`src/rtl/adc_stat_pkg.sv`:
```
package adc_stat_pkg;
  localparam int OFS_START = 0;
  localparam int OFS_STAT0 = 2;
  localparam int OFS_STAT1 = 3;
  localparam int OFS_TSTH  = 4;
  localparam int OFS_TSTL  = 5;

  typedef struct packed {
    logic start_wr;
    logic stat0_wr;
    logic stat1_wr;
    logic stat1_rd;
    logic tsth_wr;
    logic tstl_wr;
    logic res_rd;
  } bus_evt_t;
endpackage

```
`src/rtl/adc_bus_decode.sv`:
```
module adc_bus_decode
  import adc_stat_pkg::*;
#(
  parameter int ADDR_W = 4,
  parameter int PTR_W  = 3
) (
  input  logic [ADDR_W-1:0] reg_addr,
  input  logic              reg_wr,
  input  logic              reg_rd,
  input  logic              special_mode,
  output bus_evt_t          evt,
  output logic [PTR_W-1:0]  res_idx
);
  logic res_space;
  assign res_space = reg_addr[ADDR_W-1];
  assign res_idx   = reg_addr[PTR_W-1:0];

  always_comb begin
    evt          = '0;
    evt.start_wr = reg_wr && (reg_addr == ADDR_W'(OFS_START));
    evt.stat0_wr = reg_wr && special_mode && (reg_addr == ADDR_W'(OFS_STAT0));
    evt.stat1_wr = reg_wr && special_mode && (reg_addr == ADDR_W'(OFS_STAT1));
    evt.stat1_rd = reg_rd && (reg_addr == ADDR_W'(OFS_STAT1));
    evt.tsth_wr  = reg_wr && special_mode && (reg_addr == ADDR_W'(OFS_TSTH));
    evt.tstl_wr  = reg_wr && special_mode && (reg_addr == ADDR_W'(OFS_TSTL));
    evt.res_rd   = reg_rd && res_space;
  end
endmodule

```
`src/rtl/adc_seq_tracker.sv`:
```
module adc_seq_tracker #(
  parameter int NUM_RES = 8,
  parameter int PTR_W   = 3
) (
  input  logic             clk,
  input  logic             rst_n,
  input  logic             start,
  input  logic             conv_done,
  input  logic             scan_cont,
  input  logic             seq_len8,
  input  logic             fast_clr,
  input  logic             res_rd,
  input  logic [PTR_W-1:0] res_idx,
  input  logic             seq_wr,
  input  logic             seq_wbit,
  output logic [PTR_W-1:0] ptr,
  output logic             active,
  output logic             seq_flag,
  output logic             conv_fire
);
  localparam logic [PTR_W-1:0] LAST_LONG  = PTR_W'(NUM_RES - 1);
  localparam logic [PTR_W-1:0] LAST_SHORT = PTR_W'(NUM_RES / 2 - 1);

  logic first_done;
  logic at_last;

  assign conv_fire = active && conv_done && !start;
  assign at_last   = (ptr == (seq_len8 ? LAST_LONG : LAST_SHORT));

  always_ff @(posedge clk or negedge rst_n) begin
    if (!rst_n) begin
      ptr        <= '0;
      active     <= 1'b0;
      seq_flag   <= 1'b0;
      first_done <= 1'b0;
    end else if (start) begin
      ptr        <= '0;
      active     <= 1'b1;
      seq_flag   <= 1'b0;
      first_done <= 1'b0;
    end else begin
      if (seq_wr)
        seq_flag <= seq_wbit;
      else if (fast_clr && res_rd && (res_idx == '0))
        seq_flag <= 1'b0;
      if (conv_fire) begin
        if (at_last) begin
          ptr <= '0;
          if (!scan_cont) active <= 1'b0;
          if (!first_done) begin
            seq_flag   <= 1'b1;
            first_done <= 1'b1;
          end
        end else begin
          ptr <= ptr + 1'b1;
        end
      end
    end
  end
endmodule

```
`src/rtl/adc_flag_bank.sv`:
```
module adc_flag_bank #(
  parameter int NUM_RES = 8,
  parameter int PTR_W   = 3
) (
  input  logic               clk,
  input  logic               rst_n,
  input  logic               start,
  input  logic               conv_fire,
  input  logic [PTR_W-1:0]   conv_idx,
  input  logic               res_rd,
  input  logic [PTR_W-1:0]   res_idx,
  input  logic               stat_rd,
  input  logic               stat_wr,
  input  logic [NUM_RES-1:0] wvalue,
  input  logic               fast_clr,
  output logic [NUM_RES-1:0] flags
);
  logic [NUM_RES-1:0] armed;

  for (genvar gi = 0; gi < NUM_RES; gi++) begin : g_slot
    logic set_i, hit_i, clr_i;
    assign set_i = conv_fire && (conv_idx == PTR_W'(gi));
    assign hit_i = res_rd && (res_idx == PTR_W'(gi));
    assign clr_i = hit_i && (fast_clr || armed[gi]);

    always_ff @(posedge clk or negedge rst_n) begin
      if (!rst_n) begin
        flags[gi] <= 1'b0;
        armed[gi] <= 1'b0;
      end else if (start) begin
        flags[gi] <= 1'b0;
        armed[gi] <= 1'b0;
      end else begin
        if (set_i)        flags[gi] <= 1'b1;
        else if (stat_wr) flags[gi] <= wvalue[gi];
        else if (clr_i)   flags[gi] <= 1'b0;

        if (stat_rd)      armed[gi] <= flags[gi];
        else if (hit_i)   armed[gi] <= 1'b0;
      end
    end
  end
endmodule

```
`src/rtl/adc_test_reg.sv`:
```
module adc_test_reg #(
  parameter int DATA_W = 8
) (
  input  logic                clk,
  input  logic                rst_n,
  input  logic                hi_wr,
  input  logic                lo_wr,
  input  logic [DATA_W-1:0]   wdata,
  output logic [2*DATA_W-1:0] word
);
  always_ff @(posedge clk or negedge rst_n) begin
    if (!rst_n) begin
      word <= '0;
    end else begin
      if (hi_wr) word[2*DATA_W-1:DATA_W] <= wdata;
      if (lo_wr) word[DATA_W-1:0]        <= wdata;
    end
  end
endmodule

```
`src/rtl/adc_seq_status.sv`:
```
module adc_seq_status
  import adc_stat_pkg::*;
#(
  parameter int NUM_RES = 8,
  parameter int DATA_W  = 8,
  parameter int ADDR_W  = 4,
  parameter int PTR_W   = $clog2(NUM_RES)
) (
  input  logic                clk,
  input  logic                rst_n,
  input  logic [ADDR_W-1:0]   reg_addr,
  input  logic                reg_wr,
  input  logic                reg_rd,
  input  logic [DATA_W-1:0]   reg_wdata,
  output logic [DATA_W-1:0]   reg_rdata,
  input  logic                conv_done,
  input  logic                scan_cont,
  input  logic                seq_len8,
  input  logic                fast_clr,
  input  logic                special_mode,
  output logic [PTR_W-1:0]    conv_ptr,
  output logic                seq_active,
  output logic                seq_flag,
  output logic [NUM_RES-1:0]  cc_flags,
  output logic [2*DATA_W-1:0] test_word
);
  bus_evt_t         evt;
  logic [PTR_W-1:0] res_idx;
  logic             conv_fire;

  adc_bus_decode #(.ADDR_W(ADDR_W), .PTR_W(PTR_W)) u_dec (
    .reg_addr(reg_addr), .reg_wr(reg_wr), .reg_rd(reg_rd),
    .special_mode(special_mode), .evt(evt), .res_idx(res_idx)
  );

  adc_seq_tracker #(.NUM_RES(NUM_RES), .PTR_W(PTR_W)) u_trk (
    .clk(clk), .rst_n(rst_n), .start(evt.start_wr), .conv_done(conv_done),
    .scan_cont(scan_cont), .seq_len8(seq_len8), .fast_clr(fast_clr),
    .res_rd(evt.res_rd), .res_idx(res_idx), .seq_wr(evt.stat0_wr),
    .seq_wbit(reg_wdata[DATA_W-1]), .ptr(conv_ptr), .active(seq_active),
    .seq_flag(seq_flag), .conv_fire(conv_fire)
  );

  adc_flag_bank #(.NUM_RES(NUM_RES), .PTR_W(PTR_W)) u_flags (
    .clk(clk), .rst_n(rst_n), .start(evt.start_wr), .conv_fire(conv_fire),
    .conv_idx(conv_ptr), .res_rd(evt.res_rd), .res_idx(res_idx),
    .stat_rd(evt.stat1_rd), .stat_wr(evt.stat1_wr),
    .wvalue(reg_wdata[NUM_RES-1:0]), .fast_clr(fast_clr), .flags(cc_flags)
  );

  adc_test_reg #(.DATA_W(DATA_W)) u_tst (
    .clk(clk), .rst_n(rst_n), .hi_wr(evt.tsth_wr), .lo_wr(evt.tstl_wr),
    .wdata(reg_wdata), .word(test_word)
  );

  logic [DATA_W-1:0] stat0_byte, stat1_byte;
  always_comb begin
    stat0_byte               = '0;
    stat0_byte[DATA_W-1]     = seq_flag;
    stat0_byte[PTR_W-1:0]    = conv_ptr;
    stat1_byte               = '0;
    stat1_byte[NUM_RES-1:0]  = cc_flags;
  end

  always_comb begin
    reg_rdata = '0;
    if (reg_rd) begin
      if (reg_addr == ADDR_W'(OFS_STAT0))
        reg_rdata = stat0_byte;
      else if (reg_addr == ADDR_W'(OFS_STAT1))
        reg_rdata = stat1_byte;
      else if (special_mode && reg_addr == ADDR_W'(OFS_TSTH))
        reg_rdata = test_word[2*DATA_W-1:DATA_W];
      else if (special_mode && reg_addr == ADDR_W'(OFS_TSTL))
        reg_rdata = test_word[DATA_W-1:0];
    end
  end
endmodule

```
`config.mk`:
```
export PLATFORM = sky130hd
export DESIGN_NAME = adc_seq_status
export DESIGN_NICKNAME = d
export VERILOG_FILES = /design/src/rtl/adc_stat_pkg.sv /design/src/rtl/adc_bus_decode.sv /design/src/rtl/adc_seq_tracker.sv /design/src/rtl/adc_flag_bank.sv /design/src/rtl/adc_test_reg.sv /design/src/rtl/adc_seq_status.sv
export SDC_FILE = /design/constraint.sdc
export NUM_CORES = 1
export LEC_CHECK = 0
export ABC_AREA = 1
export BUFFER_PORTS_ARGS = -buffer_cell sky130_fd_sc_hd__buf_2
export CORE_MARGIN = 5
export CORE_UTILIZATION = 58
export DETAILED_ROUTE_END_ITERATION = 8
export MAX_ROUTING_LAYER = met4
export PLACE_DENSITY = 0.85
export SETUP_SLACK_MARGIN = 0.5
export SYNTH_ARGS = -nofsm -noshare
export SYNTH_HDL_FRONTEND = slang
export SYNTH_HIERARCHICAL = 1
export SYNTH_SLANG_ARGS = --single-unit
```
`constraint.sdc`:
```
create_clock -name clk -period 2.4 [get_ports clk]
set_input_delay 0.36 -clock clk [delete_from_list [all_inputs] [get_ports clk]]
set_output_delay 0.36 -clock clk [all_outputs]
set_load 0.1 [all_outputs]
```
==> out/metrics.csv, run 1 <==
metric;value;unit
synth_warnings;6;
wire_per_inst;14.6;µm
syn_nets;393;
postCtsSetupBuffers;0;
r2r_cells;6;
crit_family;buffers and inverters;
dieArea;0.00571;mm²
root_buffer;clkbuf_8;
cts_tree;yes;
min-delay-path-class;in2async;
synth_area_leaders;dfrtp_1 38%, nand2_1 20%, nand3_1 7.0%;
fin_cells;480;
worst-path-buf-inv;4;
crit_start;reg_addr[1];
antenna_found_initial;0;
synth_top_family_by_area;simple AND/OR/NAND/NOR gates;
placementRows;23;
syn_inst;371;
regArea;985;µm²
maxCapViolations;0;
switching_share;0.577;
drt_iter0_drc;244;
synth-simple-area-share;0.439;
crit_path_end;reg_rdata[6];
synthMuxAreaShare;0;
dr.pass1.iters;5;
clockBufferDepth;2;
die_w;75.6;µm
setup_viol;0;
synth_xor_area_frac;0;
area_delta_synth_final;19.6;%
worst-path-max-fanout;12;
vias;2661;
drcViolationCount;0;
synth_area_leader_cell;dfrtp_1;
worstReg2RegStart;u_trk/active$_DFFE_PN0P_;
num-nets-final;451;
clock_sinks;38;
drive_gt1_frac;0.295;
period_share;0.761;
h-tree-depth;2;
p_comb_frac;0.533;
grt_max_degree;39;
die_y;75.6;µm
max_freq;0.547;GHz
netlist_area;0.00249;mm²
setup_tns;0;ns
wirelength;6990;µm
antennaDiodeCount;0;
dp.cells;471;
rsz0062_at_grt;no;
synthAdderAreaFrac;0.00502;
fin_worst_skew;0.00726;ns
cp-start-kind;primary input;
pwr-share-clk;0.159;
gp_congestion;0.951;
multi_input_area;0.00126;mm²
ant_nets;0;
portBuffers;57;
synth-compound-area-share;0.0552;
start_util;0.610;
ys_seq_area_frac;0.381;
grt_overflow;0;
core_area;0.00409;mm²
leakage;0.00161;µW
cp.depth;8;
p_int;1460;µW
slew_viol_final;0;
grt_pass1_wl;11600;µm
reg2reg_to;u_flags/flags[3]$_DFFE_PN0P_;
grt_pass1_vias;2507;
clk_pin_slew;0.08;ns
viasPerCell;5.54;
p_seq_frac;0.308;
fill_cells;347;
hold_viol_final;0;
synth_top_area_share;0.381;
cts_buffers;5;
insertion_delay;0.29;ns
yosys.cell_types.count;22;
ir_drop;0.910;mV
switchingPower;1980;µW
ys_ff_latch;38;
powerDensity;1150;mW/mm²
path_cells;clkbuf_4 -> nand2_1 -> inv_2 -> nand3_1 -> nand3_1 -> nand2_1 -> inv_1 -> buf_4;
critPathKind;in2out;
status;complete, no violations;
slew_headroom;0.438;
hpwl;5290;µm
crit_arrival;1.47;ns
end_kind;primary output;
max_stage_delay;0.28;ns
ios;58;
cp_data_required_time;2.04;ns
worst_slew_pin_slew;0.843;ns
post-route-min-period;1.83;ns
grt_usage;0.277;
reg2reg_slack;1.10;ns
avgSynthCellArea;6.72;µm²
slowest_stage;buf_4;
## flip-flops by register name, summed over array words and instances, names as in the netlist
register,count
u_tst/word,16
u_flags/armed,8
u_flags/flags,8
u_trk/ptr,3
u_trk/active,1
u_trk/first_done,1
u_trk/seq_flag,1
## worst min path at each step
stage | from | to | slack, ns | cells after the start
floorplan | rst_n | u_flags/armed[0]$_DFFE_PN0P_ | 0.06 | 0
global placement | u_flags/armed[4]$_DFFE_PN0P_ | u_flags/armed[4]$_DFFE_PN0P_ | 0.48 | 2
detailed placement | u_tst/word[7]$_DFFE_PN0P_ | u_tst/word[7]$_DFFE_PN0P_ | 0.48 | 2
CTS | rst_n | u_flags/armed[0]$_DFFE_PN0P_ | 0.20 | 1
global route | rst_n | u_flags/armed[0]$_DFFE_PN0P_ | 0.24 | 1
finish | rst_n | u_flags/armed[0]$_DFFE_PN0P_ | 0.17 | 1
## per-layer routing
layer	GRT usage	part of all wire	vias to the layer above
li1	-	-	1293
met1	0.380	0.43	1218
met2	0.411	0.46	132
met3	0.0488	0.084	18
met4	0.105	0.020	0
met5	-	0	-
## stage by stage
| stage | hold WS, ns | worst slack, ns | power, µW | util | instance area, µm² |
|---|---|---|---|---|---|
| 2_1_floorplan | 0.0644 | 0.236 | 2530 | - | 2540 |
| 3_3_place_gp | 0.483 | 0.379 | 2870 | 0.689 | 2810 |
| 3_5_place_dp | 0.482 | 0.339 | 2890 | 0.689 | 2810 |
| 4_1_cts | 0.200 | 0.537 | 3440 | 0.723 | 2960 |
| 5_1_grt | 0.245 | 0.502 | 3610 | 0.730 | 2980 |
| 6_report | 0.169 | 0.573 | 3440 | 0.730 | 2980 |
## area by class of cell
type                    count  area share
inverters                  52      0.0692
repair buffers             61       0.119
clock inverters             3      0.0151
multi-input cells         271       0.423
clock buffers               5      0.0231
flip-flops and latches     38       0.330
well taps                  50      0.0210
## cells in the final DEF, fill, tap and decap left out, types with 3 or more instances in the layout
| cell type | instances |
|---|---|
| nor2_1 | 37 |
| nand2_1 | 133 |
| or2_2 | 5 |
| clkbuf_8 | 5 |
| nand4_1 | 18 |
| clkinvlp_4 | 5 |
| nand3b_1 | 4 |
| a21oi_1 | 4 |
| dfrtp_1 | 11 |
| dfrtp_2 | 27 |
| nor2_4 | 7 |
| inv_1 | 40 |
| o21ai_1 | 4 |
| buf_6 | 3 |
| o21ai_0 | 15 |
| buf_4 | 10 |
| buf_2 | 46 |
| inv_2 | 9 |
| nand3_1 | 35 |
## kinds of logic (layout without fill, tap and decap cells)
family | count (synthesis) | count (layout)
AO/OA/AOI/OAI | 25 | 25
adder cells (fa/ha/maj) | 1 | 1
buffers and inverters | 63 | 121
flip-flops | 38 | 38
AND/OR/NAND/NOR | 244 | 245
## worst register-to-register path, cell delays in order (launching register included)
cell	delay (ns)
dfrtp_1	0.38
nand2_2	0.10
nor2_4	0.18
nand2_1	0.20
o21ai_0	0.23
nand2_1	0.08
nand2_1	0.07
## synthesized netlist by cell type, drive strengths merged
| cell | instances |
|---|---|
| ha | 1 |
| a21oi | 5 |
| nand2 | 135 |
| or2 | 5 |
| dfrtp | 38 |
| nor2 | 45 |
| nand3b | 4 |
| buf | 11 |
| o21ai | 19 |
| nand3 | 37 |
| nand4 | 18 |
| o22ai | 1 |
| inv | 52 |
## power groups by stage
stage                     registers, µW  clock network [µW]  logic (µW)
after global routing               1090                 589        1930
after global placement             1070                   0        1800
after CTS                          1060                 559        1830
after floorplan                    2110                   0         416
final                              1060                 548        1830
after detailed placement           1070                   0        1820
## timing repair
| action | in CTS | in global routing |
|---|---|---|
| gates cloned | 0 | 1 |
| endpoints found under the setup margin | 8 | 8 |
| hold buffers | 0 | 0 |
| pin swaps | 0 | 1 |
| resized for setup | 10 | 6 |
Note: power is estimated with default switching activity, not from simulation.
==> inputs of run 2 (changes only) <==
--- a/config.mk
+++ b/config.mk
@@ -8,10 +8,10 @@
 export ABC_AREA = 1
 export BUFFER_PORTS_ARGS = -buffer_cell sky130_fd_sc_hd__buf_2
 export CORE_MARGIN = 5
-export CORE_UTILIZATION = 58
+export CORE_UTILIZATION = 54
 export DETAILED_ROUTE_END_ITERATION = 8
 export MAX_ROUTING_LAYER = met4
-export PLACE_DENSITY = 0.85
+export PLACE_DENSITY = 0.8
 export SETUP_SLACK_MARGIN = 0.5
 export SYNTH_ARGS = -nofsm -noshare
 export SYNTH_HDL_FRONTEND = slang
==> constraint.sdc (replaced) <==
create_clock -name clk -period 1.9 [get_ports clk]
set_input_delay 0.285 -clock clk [delete_from_list [all_inputs] [get_ports clk]]
set_output_delay 0.285 -clock clk [all_outputs]
set_load 0.1 [all_outputs]
==> run 2 against run 1 <==
Final area increased by 18%. Clock-buffer cell count grew 1. Cell count up 3.1%. Sequential cell count is the same. Critical path type is now reg2out.
==> out/metrics.csv, run 2 (synthesized netlist as in run 1, its figures left out) <==
metric;value;unit;change
drcViolationCount;0;;unchanged
worst_slew_pin_slew;0.507;ns;-0.335 ns
pre_cts_ws;0.174;ns;-0.165 ns
post-route-min-period;1.70;ns;
setup_ws;0.202;ns;-0.371 ns
cp_data_required_time;1.62;ns;-0.42 ns
dp.cells;476;;+1.1%
clockBufferDepth;2;;unchanged
wirelength;7980;µm;+14%
cp-start-kind;flip-flop;;
insertion_delay;0.30;ns;about the same
reg_top3;u_tst/word x16, u_flags/armed x8, u_flags/flags x8;;
min-delay-path-class;in2async;;
core_area;0.00441;mm²;+8.0%
grt_usage;0.263;;-0.0146
antennaDiodeCount;0;;unchanged
leakage;0.00171;µW;+6.4%
grt_overflow;0;;unchanged
rsz0062_at_grt;yes;;
critPathKind;reg2out;;
period_share;0.894;;
status;complete, no violations;;
crit_arrival;1.41;ns;-0.06 ns
place_area;0.00304;mm²;+8.1%
wire_per_inst;16.1;µm;+11%
worst-path-max-fanout;2;;-10
setup_tns;0;ns;unchanged
ir_drop;1.49;mV;+64%
setup_viol;0;;unchanged
gp_congestion;0.942;;-0.93%
maxCapViolations;0;;unchanged
h-tree-depth;2;;unchanged
ios;58;;unchanged
vias;2803;;+5.3%
dieArea;0.00608;mm²;+6.4%
portBuffers;57;;unchanged
largest_reg_flops;16;;unchanged
grt_pass1_wl;12500;µm;+7.5%
layout_commonest_cell;nand2_1;;
cts_tree;yes;;
grt_pass1_vias;2587;;+3.2%
start_util;0.565;;-0.0453
post-route-cell-area;0.00351;mm²;+18%
multi_input_area;0.00132;mm²;+4.4%
clk_pin_slew;0.08;ns;about the same
max_freq;0.589;GHz;
final_cell_mix;126 x nand2_1, 35 x nand3_1, 34 x inv_1;;
die_w;78.0;µm;+3.2%
slew_headroom;0.662;;+0.224
finish.utilization;0.795;;+0.0646
drt_iter0_drc;355;;+45%
die_y;78.0;µm;+3.2%
area_delta_synth_final;40.6;%;
regArea;0.00103;mm²;+5.1%
hpwl;5480;µm;+3.6%
top_register;u_tst/word;;
fin_cells;495;;+3.1%
slew_viol_final;0;;unchanged
num-nets-final;464;;+2.9%
placementRows;24;;+4.3%
dr.pass1.iters;5;;unchanged
viasPerCell;5.66;;+2.1%
fill_cells;308;;-11%
cts_buffers;5;;unchanged
drive_gt1_frac;0.366;;+0.0703
end_kind;primary output;;
grt_max_degree;39;;unchanged
root_buffer;clkbuf_8;;
clock_sinks;38;;unchanged
powerDensity;1480;mW/mm²;+29%
antenna_found_initial;0;;unchanged
hold_buffers;0;;unchanged
ant_nets;0;;unchanged
hold_viol_final;0;;unchanged
fin_worst_skew;0.00365;ns;-0.00361 ns
## run 2: critical path, cell delays in order, from the launching register on
cell,delay [ns]
dfrtp_4,0.50
nand3b_1,0.16
nand2_1,0.08
nor2_2,0.04
nand2_2,0.07
clkinvlp_4,0.09
buf_12,0.17
## run 2: routing by layer
layer  global-route usage  up-vias  share of wire
li1                     -     1308              -
met1                0.337     1310           0.39
met2                0.417      155           0.49
met3               0.0509       30          0.088
met4               0.0861        0          0.029
met5                    -        -              0
## run 2: path summary, 6_finish.rpt
check,start,to,slack (ns),cells past startpoint
max in group asynchronous,rst_n,u_tst/word[14]$_DFFE_PN0P_,1.46,2
max,u_flags/flags[0]$_DFFE_PN0P_,reg_rdata[0],0.20,6
min in group clk,reg_wdata[2],u_tst/word[2]$_DFFE_PN0P_,0.24,3
max reg2reg,u_trk/ptr[1]$_DFFE_PN0P_,u_trk/ptr[0]$_DFFE_PN0P_,0.54,7
min,rst_n,u_flags/armed[5]$_DFFE_PN0P_,0.03,2
min reg2reg,u_tst/word[2]$_DFFE_PN0P_,u_tst/word[2]$_DFFE_PN0P_,0.49,2
## run 2: repair_timing
| item | 4_1_cts | 5_1_grt |
|---|---|---|
| resized for setup | 38 | 37 |
| pin swaps | 4 | 8 |
| buffers inserted | 5 | 6 |
| endpoints found under the setup margin | 31 | 28 |
## run 2: where the power goes
part,switching (µW),internal [µW],total (µW)
Clock,296,560,856
Sequential,248,1140,1390
Combinational,2130,828,2950
Total,2670,2530,5200
## run 2: cell type report
class / count / share of cell area
tap: 52 / 0.0186
multi-input combinational: 270 / 0.375
sequential: 38 / 0.295
timing repair buffer: 75 / 0.206
inverter: 52 / 0.0642
clock buffer: 6 / 0.0235
clock inverter: 2 / 0.0171
## run 2: through the flow
step	power (µW)	hold WS [ns]
floorplan	3290	-0.0106
global route	5410	0.0757
detailed placement	3760	0.361
global placement	3720	0.358
finish	5200	0.0319
CTS	4880	0.0334
==> inputs of run 3 (changes only) <==
--- a/config.mk
+++ b/config.mk
@@ -7,10 +7,10 @@
 export LEC_CHECK = 0
 export ABC_AREA = 1
 export BUFFER_PORTS_ARGS = -buffer_cell sky130_fd_sc_hd__buf_2
+export CORE_ASPECT_RATIO = 2
 export CORE_MARGIN = 5
 export CORE_UTILIZATION = 54
 export DETAILED_ROUTE_END_ITERATION = 8
-export MAX_ROUTING_LAYER = met4
 export PLACE_DENSITY = 0.8
 export SETUP_SLACK_MARGIN = 0.5
 export SYNTH_ARGS = -nofsm -noshare
==> run 3 against run 2 <==
First-iteration DRC count shrank 56%. Via count down 1.9%. Final area decreased by 1.4%. Largest power group unchanged. Sequential cell count is the same. Setup slack worse by 0.0066 ns. Sequential power is essentially flat. Clock skew rose by 0.0050 ns. Die area rose by 1.4%. Critical path type unchanged. Power is 2.0% lower. Sequential share of layout area is 0.42 points higher. Routed wire length shrank 2.4%.
==> out/metrics.csv, run 3 (synthesized netlist as in run 1, its figures left out) <==
metric;value;unit;change
powerDensity;1470;mW/mm²;-0.65%
fill_cells;351;;+14%
setup_tns;0;ns;unchanged
grt_usage;0.259;;-0.00373
ant_nets;0;;unchanged
wire_per_inst;15.7;µm;-2.8%
layout_commonest_cell;nand2_1;;
hold_slack;0.234;ns;+0.202 ns
start_util;0.548;;-0.0174
crit_path_end;reg_rdata[1];;
placementRows;35;;+46%
fin_worst_skew;0.00870;ns;+0.00504 ns
slowest_stage;dfrtp_4;;
dr.pass1.iters;5;;unchanged
fin_cells;497;;+0.40%
max_stage_delay;0.48;ns;-0.02 ns
hold_viol_final;0;;unchanged
largest_reg_flops;16;;unchanged
rsz0062_at_grt;yes;;
top_register;u_tst/word;;
insertion_delay;0.29;ns;about the same
total_power;5090;µW;-2.0%
post-route-min-period;1.70;ns;+0.00663 ns
critPathKind;reg2out;;
setup_viol;0;;unchanged
drcViolationCount;0;;unchanged
status;complete, no violations;;
leakage;0.00170;µW;-0.53%
wirelength;7790;µm;-2.4%
cp_data_required_time;1.62;ns;about the same
h-tree-depth;2;;unchanged
core_area;0.00455;mm²;+3.2%
num-nets-final;463;;-0.22%
worst_slew_pin_slew;0.411;ns;-0.0959 ns
path_cells;nand3b_1 -> nand2_1 -> nor2_1 -> nand2_1 -> clkinvlp_4 -> buf_12;;
slew_viol_final;0;;unchanged
antenna_found_initial;0;;unchanged
period_share;0.897;;+0.00349
grt_max_degree;23;;-41%
grt_overflow;0;;unchanged
dieArea;0.00616;mm²;+1.4%
gp_congestion;0.913;;-3.1%
end_kind;primary output;;
slew_headroom;0.726;;+0.0639
crit_arrival;1.42;ns;about the same
worstReg2RegStart;u_trk/ptr[0]$_DFFE_PN0P_;;
crit_family;flip-flops;;
finish.utilization;0.759;;-0.0352
viasPerCell;5.54;;-2.3%
cts_tree;yes;;
hpwl;5780;µm;+5.6%
critPathMostFrequentCell;nand2_1;;
dp.cells;478;;+0.42%
portBuffers;57;;unchanged
r2r_cells;5;;-2
root_buffer;clkbuf_8;;
grt_pass1_wl;12500;µm;about the same
ios;58;;unchanged
reg2reg_slack;0.58;ns;+0.04 ns
drive_gt1_frac;0.335;;-0.0308
drt_iter0_drc;157;;-56%
cts_buffers;5;;unchanged
maxCapViolations;0;;unchanged
worst-path-buf-inv;2;;unchanged
clk_pin_slew;0.08;ns;about the same
crit_start;u_flags/flags[1]$_DFFE_PN0P_;;
die_w;58.1;µm;-26%
worst-path-max-fanout;2;;unchanged
clockBufferDepth;2;;unchanged
max_freq;0.587;GHz;-0.39%
grt_pass1_vias;2679;;+3.6%
min-delay-path-class;in2reg;;
reg2reg_to;u_trk/seq_flag$_DFF_PN0_;;
ir_drop;1.39;mV;-7.2%
antennaDiodeCount;0;;unchanged
cp.depth;6;;unchanged
die_y;106;µm;+36%
clock_sinks;38;;unchanged
area_delta_synth_final;38.7;%;
vias;2751;;-1.9%
reg_top3;u_tst/word x16, u_flags/armed x8, u_flags/flags x8;;
cp-start-kind;flip-flop;;
final_cell_mix;131 x nand2_1, 36 x nor2_1, 35 x nand3_1, 35 x inv_1, 32 x buf_4;;
[run 3: timing repair]
action | in CTS | in global routing
endpoints found under the setup margin | 34 | 29
hold endpoints to repair | 16 | 0
pin swaps | 2 | 4
buffers inserted | 6 | 4
gates resized for setup | 33 | 25
cloned | 0 | 0
hold buffers | 1 | 0
[run 3: how the worst min path moves through the flow]
stage | depth (start not counted) | slack, ns | endpoint | start
after floorplan | 0 | -0.01 | u_flags/armed[0]$_DFFE_PN0P_ | rst_n
after global placement | 1 | 0.23 | u_tst/word[13]$_DFFE_PN0P_ | rst_n
after detailed placement | 1 | 0.24 | u_tst/word[13]$_DFFE_PN0P_ | rst_n
after CTS | 3 | 0.23 | u_tst/word[0]$_DFFE_PN0P_ | reg_wdata[0]
after global routing | 3 | 0.23 | u_tst/word[0]$_DFFE_PN0P_ | reg_wdata[0]
final | 3 | 0.23 | u_tst/word[0]$_DFFE_PN0P_ | reg_wdata[0]
[run 3: stage by stage]
step | setup slack, ns | area, µm²
floorplan | 0.212 | 2620
global placement | 0.226 | 3050
CTS | 0.200 | 3340
global route | 0.135 | 3460
finish | 0.195 | 3460
detailed placement | 0.186 | 3050
[run 3: worst reg2reg max path: stages, from the launching register on]
cell     delay, ns
dfrtp_4       0.48
ha_1          0.19
inv_1         0.07
a21oi_4       0.15
nand4_1       0.17
a21oi_1       0.18
[run 3: metal layers]
layer	part of all wire	global-route usage
met5	0	0
met4	0.041	0.138
met3	0.066	0.0425
met2	0.57	0.485
met1	0.32	0.258
[run 3: power breakdown]
| group | internal (µW) | switching (µW) |
|---|---|---|
| Clock | 560 | 284 |
| Sequential | 1140 | 252 |
| Combinational | 782 | 2070 |
[run 3: final cells by class]
type / count / area [µm²] / area share
inverter: 52 / 225 / 0.0651
timing repair buffer: 74 / 714 / 0.207
sequential: 38 / 1030 / 0.299
multi-input combinational: 270 / 1270 / 0.368
tap: 55 / 68.8 / 0.0199
clock buffer: 6 / 82.6 / 0.0239
clock inverter: 2 / 60.1 / 0.0174
